## src/rtl/nand_ecc_pkg.sv

```systemverilog
package nand_ecc_pkg;

   localparam int BYTE_W    = 8;
   localparam int COL_PAIRS = 3;

   // mask of byte bits whose position has bit k equal to hi
   function automatic logic [BYTE_W-1:0] col_mask(input int k, input logic hi);
      logic [BYTE_W-1:0] m;
      for (int b = 0; b < BYTE_W; b++) begin
         m[b] = (((b >> k) & 1) == 1) == hi;
      end
      return m;
   endfunction

endpackage

```

## src/rtl/necc_idx_ctl.sv

```systemverilog
module necc_idx_ctl #(
   parameter int MIN_W = 9,
   parameter int SEL_W = 2,
   parameter int MAX_W = MIN_W + (1 << SEL_W) - 1,
   localparam int CNT_W = MAX_W + 1
) (
   input  logic             clk,
   input  logic             rst_n,
   input  logic             clr,
   input  logic             valid,
   input  logic [SEL_W-1:0] size_sel,
   output logic             accept,
   output logic [MAX_W-1:0] idx,
   output logic [CNT_W-1:0] count,
   output logic             done,
   output logic [SEL_W-1:0] sel_q
);

   logic [CNT_W-1:0] cnt_q;
   logic             done_q;
   logic [CNT_W-1:0] last_idx;

   assign last_idx = (CNT_W'(1) << (MIN_W + int'(sel_q))) - CNT_W'(1);
   assign accept   = valid && !done_q && !clr;
   assign idx      = cnt_q[MAX_W-1:0];
   assign count    = cnt_q;
   assign done     = done_q;

   always_ff @(posedge clk or negedge rst_n) begin
      if (!rst_n) begin
         cnt_q  <= '0;
         done_q <= 1'b0;
         sel_q  <= '0;
      end else if (clr) begin
         cnt_q  <= '0;
         done_q <= 1'b0;
         sel_q  <= size_sel;
      end else if (accept) begin
         cnt_q <= cnt_q + CNT_W'(1);
         if (cnt_q == last_idx) begin
            done_q <= 1'b1;
         end
      end
   end

endmodule

```

## src/rtl/necc_col_acc.sv

```systemverilog
module necc_col_acc
   import nand_ecc_pkg::*;
(
   input  logic                   clk,
   input  logic                   rst_n,
   input  logic                   clr,
   input  logic                   accept,
   input  logic [BYTE_W-1:0]      data,
   output logic [2*COL_PAIRS-1:0] col
);

   for (genvar k = 0; k < COL_PAIRS; k++) begin : g_pair
      localparam logic [BYTE_W-1:0] HI_MASK = col_mask(k, 1'b1);
      localparam logic [BYTE_W-1:0] LO_MASK = col_mask(k, 1'b0);
      logic hi_q, lo_q;

      always_ff @(posedge clk or negedge rst_n) begin
         if (!rst_n) begin
            hi_q <= 1'b0;
            lo_q <= 1'b0;
         end else if (clr) begin
            hi_q <= 1'b0;
            lo_q <= 1'b0;
         end else if (accept) begin
            hi_q <= hi_q ^ (^(data & HI_MASK));
            lo_q <= lo_q ^ (^(data & LO_MASK));
         end
      end

      assign col[2*k]   = lo_q;
      assign col[2*k+1] = hi_q;
   end

endmodule

```

## src/rtl/necc_row_acc.sv

```systemverilog
module necc_row_acc
   import nand_ecc_pkg::*;
#(
   parameter int PAIRS = 12
) (
   input  logic              clk,
   input  logic              rst_n,
   input  logic              clr,
   input  logic              accept,
   input  logic [PAIRS-1:0]  idx,
   input  logic [BYTE_W-1:0] data,
   output logic [PAIRS-1:0]  row_lo,
   output logic [PAIRS-1:0]  row_hi
);

   logic byte_par;
   assign byte_par = ^data;

   for (genvar i = 0; i < PAIRS; i++) begin : g_row
      logic hi_q, lo_q;

      always_ff @(posedge clk or negedge rst_n) begin
         if (!rst_n) begin
            hi_q <= 1'b0;
            lo_q <= 1'b0;
         end else if (clr) begin
            hi_q <= 1'b0;
            lo_q <= 1'b0;
         end else if (accept) begin
            if (idx[i]) hi_q <= hi_q ^ byte_par;
            else        lo_q <= lo_q ^ byte_par;
         end
      end

      assign row_hi[i] = hi_q;
      assign row_lo[i] = lo_q;
   end

endmodule

```

## src/rtl/nand_ecc_gen.sv

```systemverilog
module nand_ecc_gen
   import nand_ecc_pkg::*;
#(
   parameter int MIN_IDX_BITS = 9,
   parameter int SEL_W        = 2,
   localparam int MAX_IDX_BITS = MIN_IDX_BITS + (1 << SEL_W) - 1,
   localparam int CNT_W        = MAX_IDX_BITS + 1,
   localparam int COL_W        = 2 * COL_PAIRS,
   localparam int PW           = COL_W + 2 * MAX_IDX_BITS
) (
   input  logic              clk,
   input  logic              rst_n,
   input  logic              clr_i,
   input  logic              valid_i,
   input  logic [BYTE_W-1:0] data_i,
   input  logic [SEL_W-1:0]  size_sel_i,
   output logic [PW-1:0]     parity_o,
   output logic              done_o,
   output logic [CNT_W-1:0]  count_o
);

   if (MIN_IDX_BITS < 1) begin : g_bad_min
      $error("MIN_IDX_BITS must be at least 1");
   end
   if (SEL_W < 1 || SEL_W > 3) begin : g_bad_sel
      $error("SEL_W must lie in 1..3");
   end

   logic                    accept;
   logic [MAX_IDX_BITS-1:0] idx;
   logic [SEL_W-1:0]        sel_q;
   logic [COL_W-1:0]        col;
   logic [MAX_IDX_BITS-1:0] row_lo, row_hi;

   necc_idx_ctl #(.MIN_W(MIN_IDX_BITS), .SEL_W(SEL_W)) u_ctl (
      .clk      (clk),
      .rst_n    (rst_n),
      .clr      (clr_i),
      .valid    (valid_i),
      .size_sel (size_sel_i),
      .accept   (accept),
      .idx      (idx),
      .count    (count_o),
      .done     (done_o),
      .sel_q    (sel_q)
   );

   necc_col_acc u_col (
      .clk    (clk),
      .rst_n  (rst_n),
      .clr    (clr_i),
      .accept (accept),
      .data   (data_i),
      .col    (col)
   );

   necc_row_acc #(.PAIRS(MAX_IDX_BITS)) u_row (
      .clk    (clk),
      .rst_n  (rst_n),
      .clr    (clr_i),
      .accept (accept),
      .idx    (idx),
      .data   (data_i),
      .row_lo (row_lo),
      .row_hi (row_hi)
   );

   assign parity_o[COL_W-1:0] = col;

   for (genvar i = 0; i < MAX_IDX_BITS; i++) begin : g_out
      if (i < MIN_IDX_BITS) begin : g_always
         assign parity_o[COL_W+2*i]   = row_lo[i];
         assign parity_o[COL_W+2*i+1] = row_hi[i];
      end else begin : g_masked
         logic en;
         assign en = i < (MIN_IDX_BITS + int'(sel_q));
         assign parity_o[COL_W+2*i]   = en & row_lo[i];
         assign parity_o[COL_W+2*i+1] = en & row_hi[i];
      end
   end

endmodule

```

## config.mk

```make
export PLATFORM = sky130hd
export DESIGN_NAME = nand_ecc_gen
export DESIGN_NICKNAME = d
export VERILOG_FILES = /design/src/rtl/nand_ecc_pkg.sv /design/src/rtl/necc_idx_ctl.sv /design/src/rtl/necc_col_acc.sv /design/src/rtl/necc_row_acc.sv /design/src/rtl/nand_ecc_gen.sv
export SDC_FILE = /design/constraint.sdc
export NUM_CORES = 1
export LEC_CHECK = 0
export ABC_AREA = 1
export BUFFER_PORTS_ARGS = -buffer_cell sky130_fd_sc_hd__buf_2
export CAP_MARGIN = 5
export CORE_MARGIN = 8
export CORE_UTILIZATION = 56
export CTS_CLUSTER_SIZE = 14
export DETAILED_ROUTE_END_ITERATION = 7
export PLACE_DENSITY_LB_ADDON = 0.05
export SYNTH_ARGS = -nofsm -noshare
export SYNTH_HDL_FRONTEND = slang
export SYNTH_SLANG_ARGS = --single-unit
```

## constraint.sdc

```tcl
create_clock -name clk -period 3.74 [get_ports clk]
set_clock_uncertainty 0.05 [all_clocks]
set_input_delay 0.187 -clock clk [delete_from_list [all_inputs] [get_ports clk]]
set_output_delay 0.187 -clock clk [all_outputs]
set_load 0.1 [all_outputs]
```

==> flow_metrics.env, run 1 <==
export IMPL_cts_sinks=46
export IMPL_syn_avg_cell_area_sq_um=7.37
export IMPL_place_area_sq_um=3440
export IMPL_grtUsageTotal_pct=18.3
export IMPL_ant_nets=0
export IMPL_hpwl_um=5290
export IMPL_layout_min_cycle_time_ns=1.94
export IMPL_cts_htree_levels=2
export IMPL_worstSetupPathType="register to register"
export IMPL_reg2reg_slack_ns=1.80
export IMPL_status="finished with violations"
export IMPL_postLayoutCoreUtil_pct=60.5
export IMPL_hold_worst_slack_ns=-0.00666
export IMPL_synth_edf_count=0
export IMPL_arrival_ns=2.14
export IMPL_ys_flop_type="dfrtp_1"
export IMPL_yosysWarnings=0
export IMPL_synth_common_cells="nand2_1, inv_1, nor2_1"
export IMPL_setup_viol=0
export IMPL_synthArstFlopShare_pct=100
export IMPL_grt_first_pass_wirelength_um=12900
export IMPL_area_delta_synth_final_pct=5.64
export IMPL_crit_fanout=26
export IMPL_fillers=559
export IMPL_yosysTopAreaCellShare_pct=34.3
export IMPL_grt_ovfl_total=0
export IMPL_grt_antenna_before_repair=0
export IMPL_initial_utilization_pct=57.3
export IMPL_grt_pass1_vias=2623
export IMPL_first_pass_iters=4
export IMPL_end_kind="register"
export IMPL_port_buffers=57
export IMPL_viasPerCell=4.89
export IMPL_slew_viol_final=0
export IMPL_vdd_ir_drop_max_uv=292
export IMPL_synth_distinct_cells=33
export IMPL_grt_max_degree=47
export IMPL_die_x_um=93.4
export IMPL_drive_above_1_share_pct=27.3
export IMPL_leakage_nw=1.91
export IMPL_hold_buffers=0
export IMPL_ys_top_cells_by_area="dfrtp_1, nand2_1, inv_1"
export IMPL_gp_congestion=0.812
export IMPL_holdCritPathClass="input pin to asynchronous set/reset pin"
export IMPL_max_freq_mhz=516
export IMPL_worst_ep_required_time_ns=3.94
export IMPL_vias=2726
export IMPL_num_rows=28
export IMPL_pin_count=58
export IMPL_cellPowerDensity_nw_per_um2=381
export IMPL_wirelength_um=7520
export IMPL_cts_max_path_buffers=2
export IMPL_cts_buffers=5
export IMPL_clock_latency_ns=0.31
export IMPL_violations="hold timing"
export IMPL_grt_setup_unrepaired="no"
export IMPL_period_share_pct=51.8
export IMPL_post_cts_setup_buffers=0
export IMPL_synth_top_area_cell="dfrtp_1"
export IMPL_slew_headroom_pct=29.5
export IMPL_wl_per_cell_um=13.5
export IMPL_tightestPinTransition_ns=1.06
export IMPL_total_power_w=0.00135
export IMPL_drv_cap=0
export IMPL_synth_area_sq_um=3350
export IMPL_design_core_area_sq_um=5850
export IMPL_cts_tree="done"
export IMPL_syn_nets=470
export IMPL_drcViolationCount=0
export IMPL_synth_seq_cells=46
export IMPL_ys_seq_area_share_pct=34.3
export IMPL_start_kind="register"
export IMPL_drtIter0Drc=145
export IMPL_syn_inst=455
export IMPL_hold_viol_final=3
export IMPL_die_area_sq_um=8720
export IMPL_fp_dieH_um=93.4
export IMPL_setup_tns_ns=0
export IMPL_nNetsFinal=497
export IMPL_synth_most_common_cell="nand2_1"
export IMPL_root_buffer="clkbuf_8"
export IMPL_ctsResizeCount=0
export IMPL_clk_pin_slew_worst_paths_ns=0.09
export IMPL_design_area_sq_um=3540
export IMPL_diodes=0
cells in the final DEF, fill, tap and decap left out, types with 2 or more instances in the layout:
cell	synthesis	layout
inv_1	78	78
nand3_2	25	25
inv_2	4	4
nor2_2	20	20
nor2_1	47	47
a21oi_1	15	15
nand4_1	2	2
nand2b_1	4	4
xor2_1	4	4
nand2_1	94	94
dfrtp_1	46	46
nor3_1	9	9
nand2_4	4	4
nor4_1	2	2
clkbuf_8	0	7
xnor2_1	2	2
nand2_8	5	5
buf_2	3	57
nand3_1	30	30
nand2_2	6	6
o21ai_0	11	11
state kept, by name (all words and copies together), names as in the netlist:
name               cells
u_ctl.count           13
u_row.g_row.hi_q      12
u_row.g_row.lo_q      12
u_col.g_pair.hi_q      3
u_col.g_pair.lo_q      3
u_ctl.sel_q            2
u_ctl.done             1
logic make-up (layout without fill, tap and decap cells):
kind of cell    Yosys count  after routing  share of synthesized area (%)
simple gates            250            250                           40.2
buf+inv                 122            150                           18.8
flops                    46             46                           34.3
compound gates           30             30                           4.74
xor+xnor                  6              6                           1.57
fa+ha+maj                 1              1                          0.373
path summary, 6_finish.rpt:
path | endpoint | start | depth (start not counted)
worst max register to register | u_row.g_row[9].hi_q | u_ctl.done | 7
min in group clk | u_ctl.sel_q[0] | size_sel_i[0] | 3
worst min register to register | u_ctl.count[12] | u_ctl.count[12] | 1
worst max-delay path | u_row.g_row[9].hi_q | u_ctl.done | 7
max in group asynchronous | u_row.g_row[4].hi_q | rst_n | 1
worst min-delay path | u_col.g_pair[2].hi_q | rst_n | 1
critical path, cell delays in order, from the launching register on:
cell and delay, ns:
dfrtp_1 0.42, nor2_2 0.44, inv_2 0.33, nor2_1 0.30
nand3_1 0.11, nand2_1 0.08, inv_1 0.04, nor2_2 0.08
final cells by class:
class                           count  area (sq um)  area share, %
Clock buffer                        7          96.3           2.72
Clock inverter                      1          8.76          0.247
Inverter                           84           328           9.26
Multi-Input combinational cell    287          1570           44.3
Sequential cell                    46          1150           32.5
Tap cell                           75          93.8           2.65
Timing Repair Buffer               58           293           8.27
layer usage:
| layer | vias up | share of wire, % | GRT usage, % |
|---|---|---|---|
| met4 | 0 | 1.0 | 5.77 |
| met5 | - | 0 | 0 |
| met3 | 7 | 5.0 | 3.93 |
| met1 | 1242 | 49 | 24.5 |
| met2 | 54 | 45 | 28.7 |
| li1 | 1423 | - | - |
stage by stage:
step / instances / worst slack [ns]
final: 558 / 1.80
after global routing: 558 / 1.56
after CTS: 558 / 1.79
after detailed placement: 550 / 1.82
after global placement: 550 / 1.92
after floorplan: 455 / 1.63
power breakdown:
part	switching, W	total [W]	internal (W)
Clock	0.000186	0.000356	0.000170
Sequential	0.0000248	0.000548	0.000524
Combinational	0.000352	0.000445	0.0000931
No activity file was read; power rests on OpenSTA's default activity.
==> inputs of run 2 (changes only) <==
--- a/config.mk
+++ b/config.mk
@@ -9,7 +9,7 @@
 export BUFFER_PORTS_ARGS = -buffer_cell sky130_fd_sc_hd__buf_2
 export CAP_MARGIN = 5
 export CORE_MARGIN = 8
-export CORE_UTILIZATION = 56
+export CORE_UTILIZATION = 51
 export CTS_CLUSTER_SIZE = 14
 export DETAILED_ROUTE_END_ITERATION = 7
 export PLACE_DENSITY_LB_ADDON = 0.05
==> constraint.sdc (replaced) <==
create_clock -name clk -period 1.6 [get_ports clk]
set_clock_uncertainty 0.05 [all_clocks]
set_input_delay 0.08 -clock clk [delete_from_list [all_inputs] [get_ports clk]]
set_output_delay 0.08 -clock clk [all_outputs]
set_load 0.1 [all_outputs]
==> run 2 against run 1 <==
  * The flow now finishes without violations
  * Clock power increased by 150%
  * Clock-buffer cell count down 2
  * Non-clock buffer count grew 12
  * Worst hold slack improved by 0.091 ns
  * Cell area increased by 7.6%
  * Combinational power up 140%
  * Critical path type unchanged
  * Largest cell class unchanged
==> flow_metrics.env, run 2 (synthesis results as in run 1) <==
export IMPL_area_delta_synth_final_pct=13.7
export IMPL_hpwl_um=5530
export IMPL_slew_headroom_pct=66.7
export IMPL_tightestPinTransition_ns=0.503
export IMPL_cellPowerDensity_nw_per_um2=854
export IMPL_mostFrequentLayoutCells="nand2_1, inv_1, buf_2, nor2_1, dfrtp_1"
export IMPL_largest_reg_flops=13
export IMPL_cts_sinks=46
export IMPL_drtIter0Drc=139
export IMPL_wirelength_um=7720
export IMPL_cts_tree="done"
export IMPL_wl_met2_um=3590
export IMPL_diodes=0
export IMPL_pin_count=58
export IMPL_num_rows=29
export IMPL_wl_per_cell_um=13.5
export IMPL_crit_fanout=26
export IMPL_viasPerCell=4.92
export IMPL_die_area_sq_um=9420
export IMPL_drcViolationCount=0
export IMPL_status="finished clean"
export IMPL_first_pass_iters=4
export IMPL_layout_commonest_cell="nand2_1"
export IMPL_cts_max_path_buffers=2
export IMPL_worst_ep_required_time_ns=1.72
export IMPL_holdPathStages=2
export IMPL_setup_ws_ns=0.0953
export IMPL_r2r_cells=6
export IMPL_nNetsFinal=509
export IMPL_ant_nets=0
export IMPL_setup_viol=0
export IMPL_initial_utilization_pct=52.8
export IMPL_max_freq_mhz=665
export IMPL_vdd_ir_drop_max_uv=528
export IMPL_worstSetupPathType="register to register"
export IMPL_drv_cap=0
export IMPL_hold_viol_final=0
export IMPL_clk_pin_slew_worst_paths_ns=0.10
export IMPL_leakage_nw=1.96
export IMPL_met3_length_um=454
export IMPL_start_kind="register"
export IMPL_slew_viol_final=0
export IMPL_end_kind="register"
export IMPL_clock_latency_ns=0.30
export IMPL_grtUsageTotal_pct=16.8
export IMPL_dp_slack_ns=-0.0108
export IMPL_fillers=590
export IMPL_grt_max_degree=47
export IMPL_gp_congestion=0.803
export IMPL_design_core_area_sq_um=6350
export IMPL_wl_met1_um=3630
export IMPL_grt_pass1_vias=2822
export IMPL_grt_setup_unrepaired="yes"
export IMPL_layout_min_cycle_time_ns=1.50
export IMPL_vias=2816
export IMPL_topRoutingLayerUsed="met4"
export IMPL_grt_ovfl_total=0
export IMPL_die_x_um=97.1
export IMPL_root_buffer="clkbuf_8"
export IMPL_cts_buffers=5
export IMPL_fp_dieH_um=97.1
export IMPL_drive_above_1_share_pct=34.5
export IMPL_cts_htree_levels=2
export IMPL_hold_worst_slack_ns=0.0842
export IMPL_arrival_ns=1.63
export IMPL_holdCritPathClass="input pin to register"
export IMPL_grt_antenna_before_repair=0
export IMPL_period_share_pct=94.0
export IMPL_grt_first_pass_wirelength_um=13400
export IMPL_port_buffers=57
==> run 2: cell types whose count changed in the layout (fill, tap and decap cells not counted), moves of 4 or more <==
cell and change:
buf_2 -4, buf_12 +4, buf_4 +8, dfrtp_2 +10
nor2_2 +10, dfrtp_1 -14, nor2_1 -12, dfrtp_4 +4
==> run 2: critical path, stage by stage, from the launching register on <==
cell and delay [ns]:
dfrtp_4 0.50, nor2_4 0.16, inv_4 0.16, a21oi_1 0.14, o21ai_0 0.14, o21ai_0 0.17, a21oi_1 0.06
==> run 2: final timing paths <==
| path | startpoint | end | slack, ns |
|---|---|---|---|
| min | clr_i | u_ctl.done | 0.08 |
| min reg2reg | u_ctl.count[12] | u_ctl.count[12] | 0.43 |
| max reg2reg | u_ctl.done | u_col.g_pair[1].lo_q | 0.1 |
| max in group asynchronous | rst_n | u_ctl.count[0] | 1.01 |
| min in group asynchronous | rst_n | u_col.g_pair[0].lo_q | 0.23 |
| max | u_ctl.done | u_col.g_pair[1].lo_q | 0.1 |
==> run 2: routing by layer <==
metal | vias to the layer above | global-route usage [%]
met5 | - | 0
met4 | 0 | 3.67
met3 | 4 | 4.41
met2 | 60 | 28.1
met1 | 1308 | 21.2
li1 | 1444 | -
==> run 2: what timing repair did <==
| action | CTS | global route |
|---|---|---|
| gates resized for setup | 3 | 11 |
| setup endpoints to repair | 5 | 11 |
| buffers inserted | 0 | 5 |
| hold endpoints to repair | 48 | 0 |
| pin swaps | 0 | 2 |
| hold buffers | 3 | 0 |
==> run 2: area by class of cell <==
class / count / area, sq um / area share (%)
Clock inverter: 3 / 43.8 / 1.15
Tap cell: 77 / 96.3 / 2.53
Clock buffer: 5 / 68.8 / 1.81
Timing Repair Buffer: 70 / 454 / 11.9
Inverter: 84 / 330 / 8.67
Multi-Input combinational cell: 287 / 1640 / 43.0
Sequential cell: 46 / 1180 / 30.9
==> run 2: power by group <==
part	internal [W]	total (W)	switching (W)
Sequential	0.00123	0.00128	0.0000567
Combinational	0.000246	0.00108	0.000837
Clock	0.000469	0.000887	0.000418
==> run 2: metrics by stage <==
stage | setup TNS (ns) | cell area, sq um | cells | total power, W | util [%]
after CTS | 0 | 3740 | 567 | 0.00328 | 58.8
after detailed placement | -0.0108 | 3580 | 556 | 0.00238 | 56.5
after global placement | 0 | 3580 | 556 | 0.00236 | 56.5
final | 0 | 3810 | 572 | 0.00325 | 60.0
after floorplan | -1.22 | 3410 | 455 | 0.00229 | -
after global routing | -0.0175 | 3810 | 572 | 0.00342 | 60.0
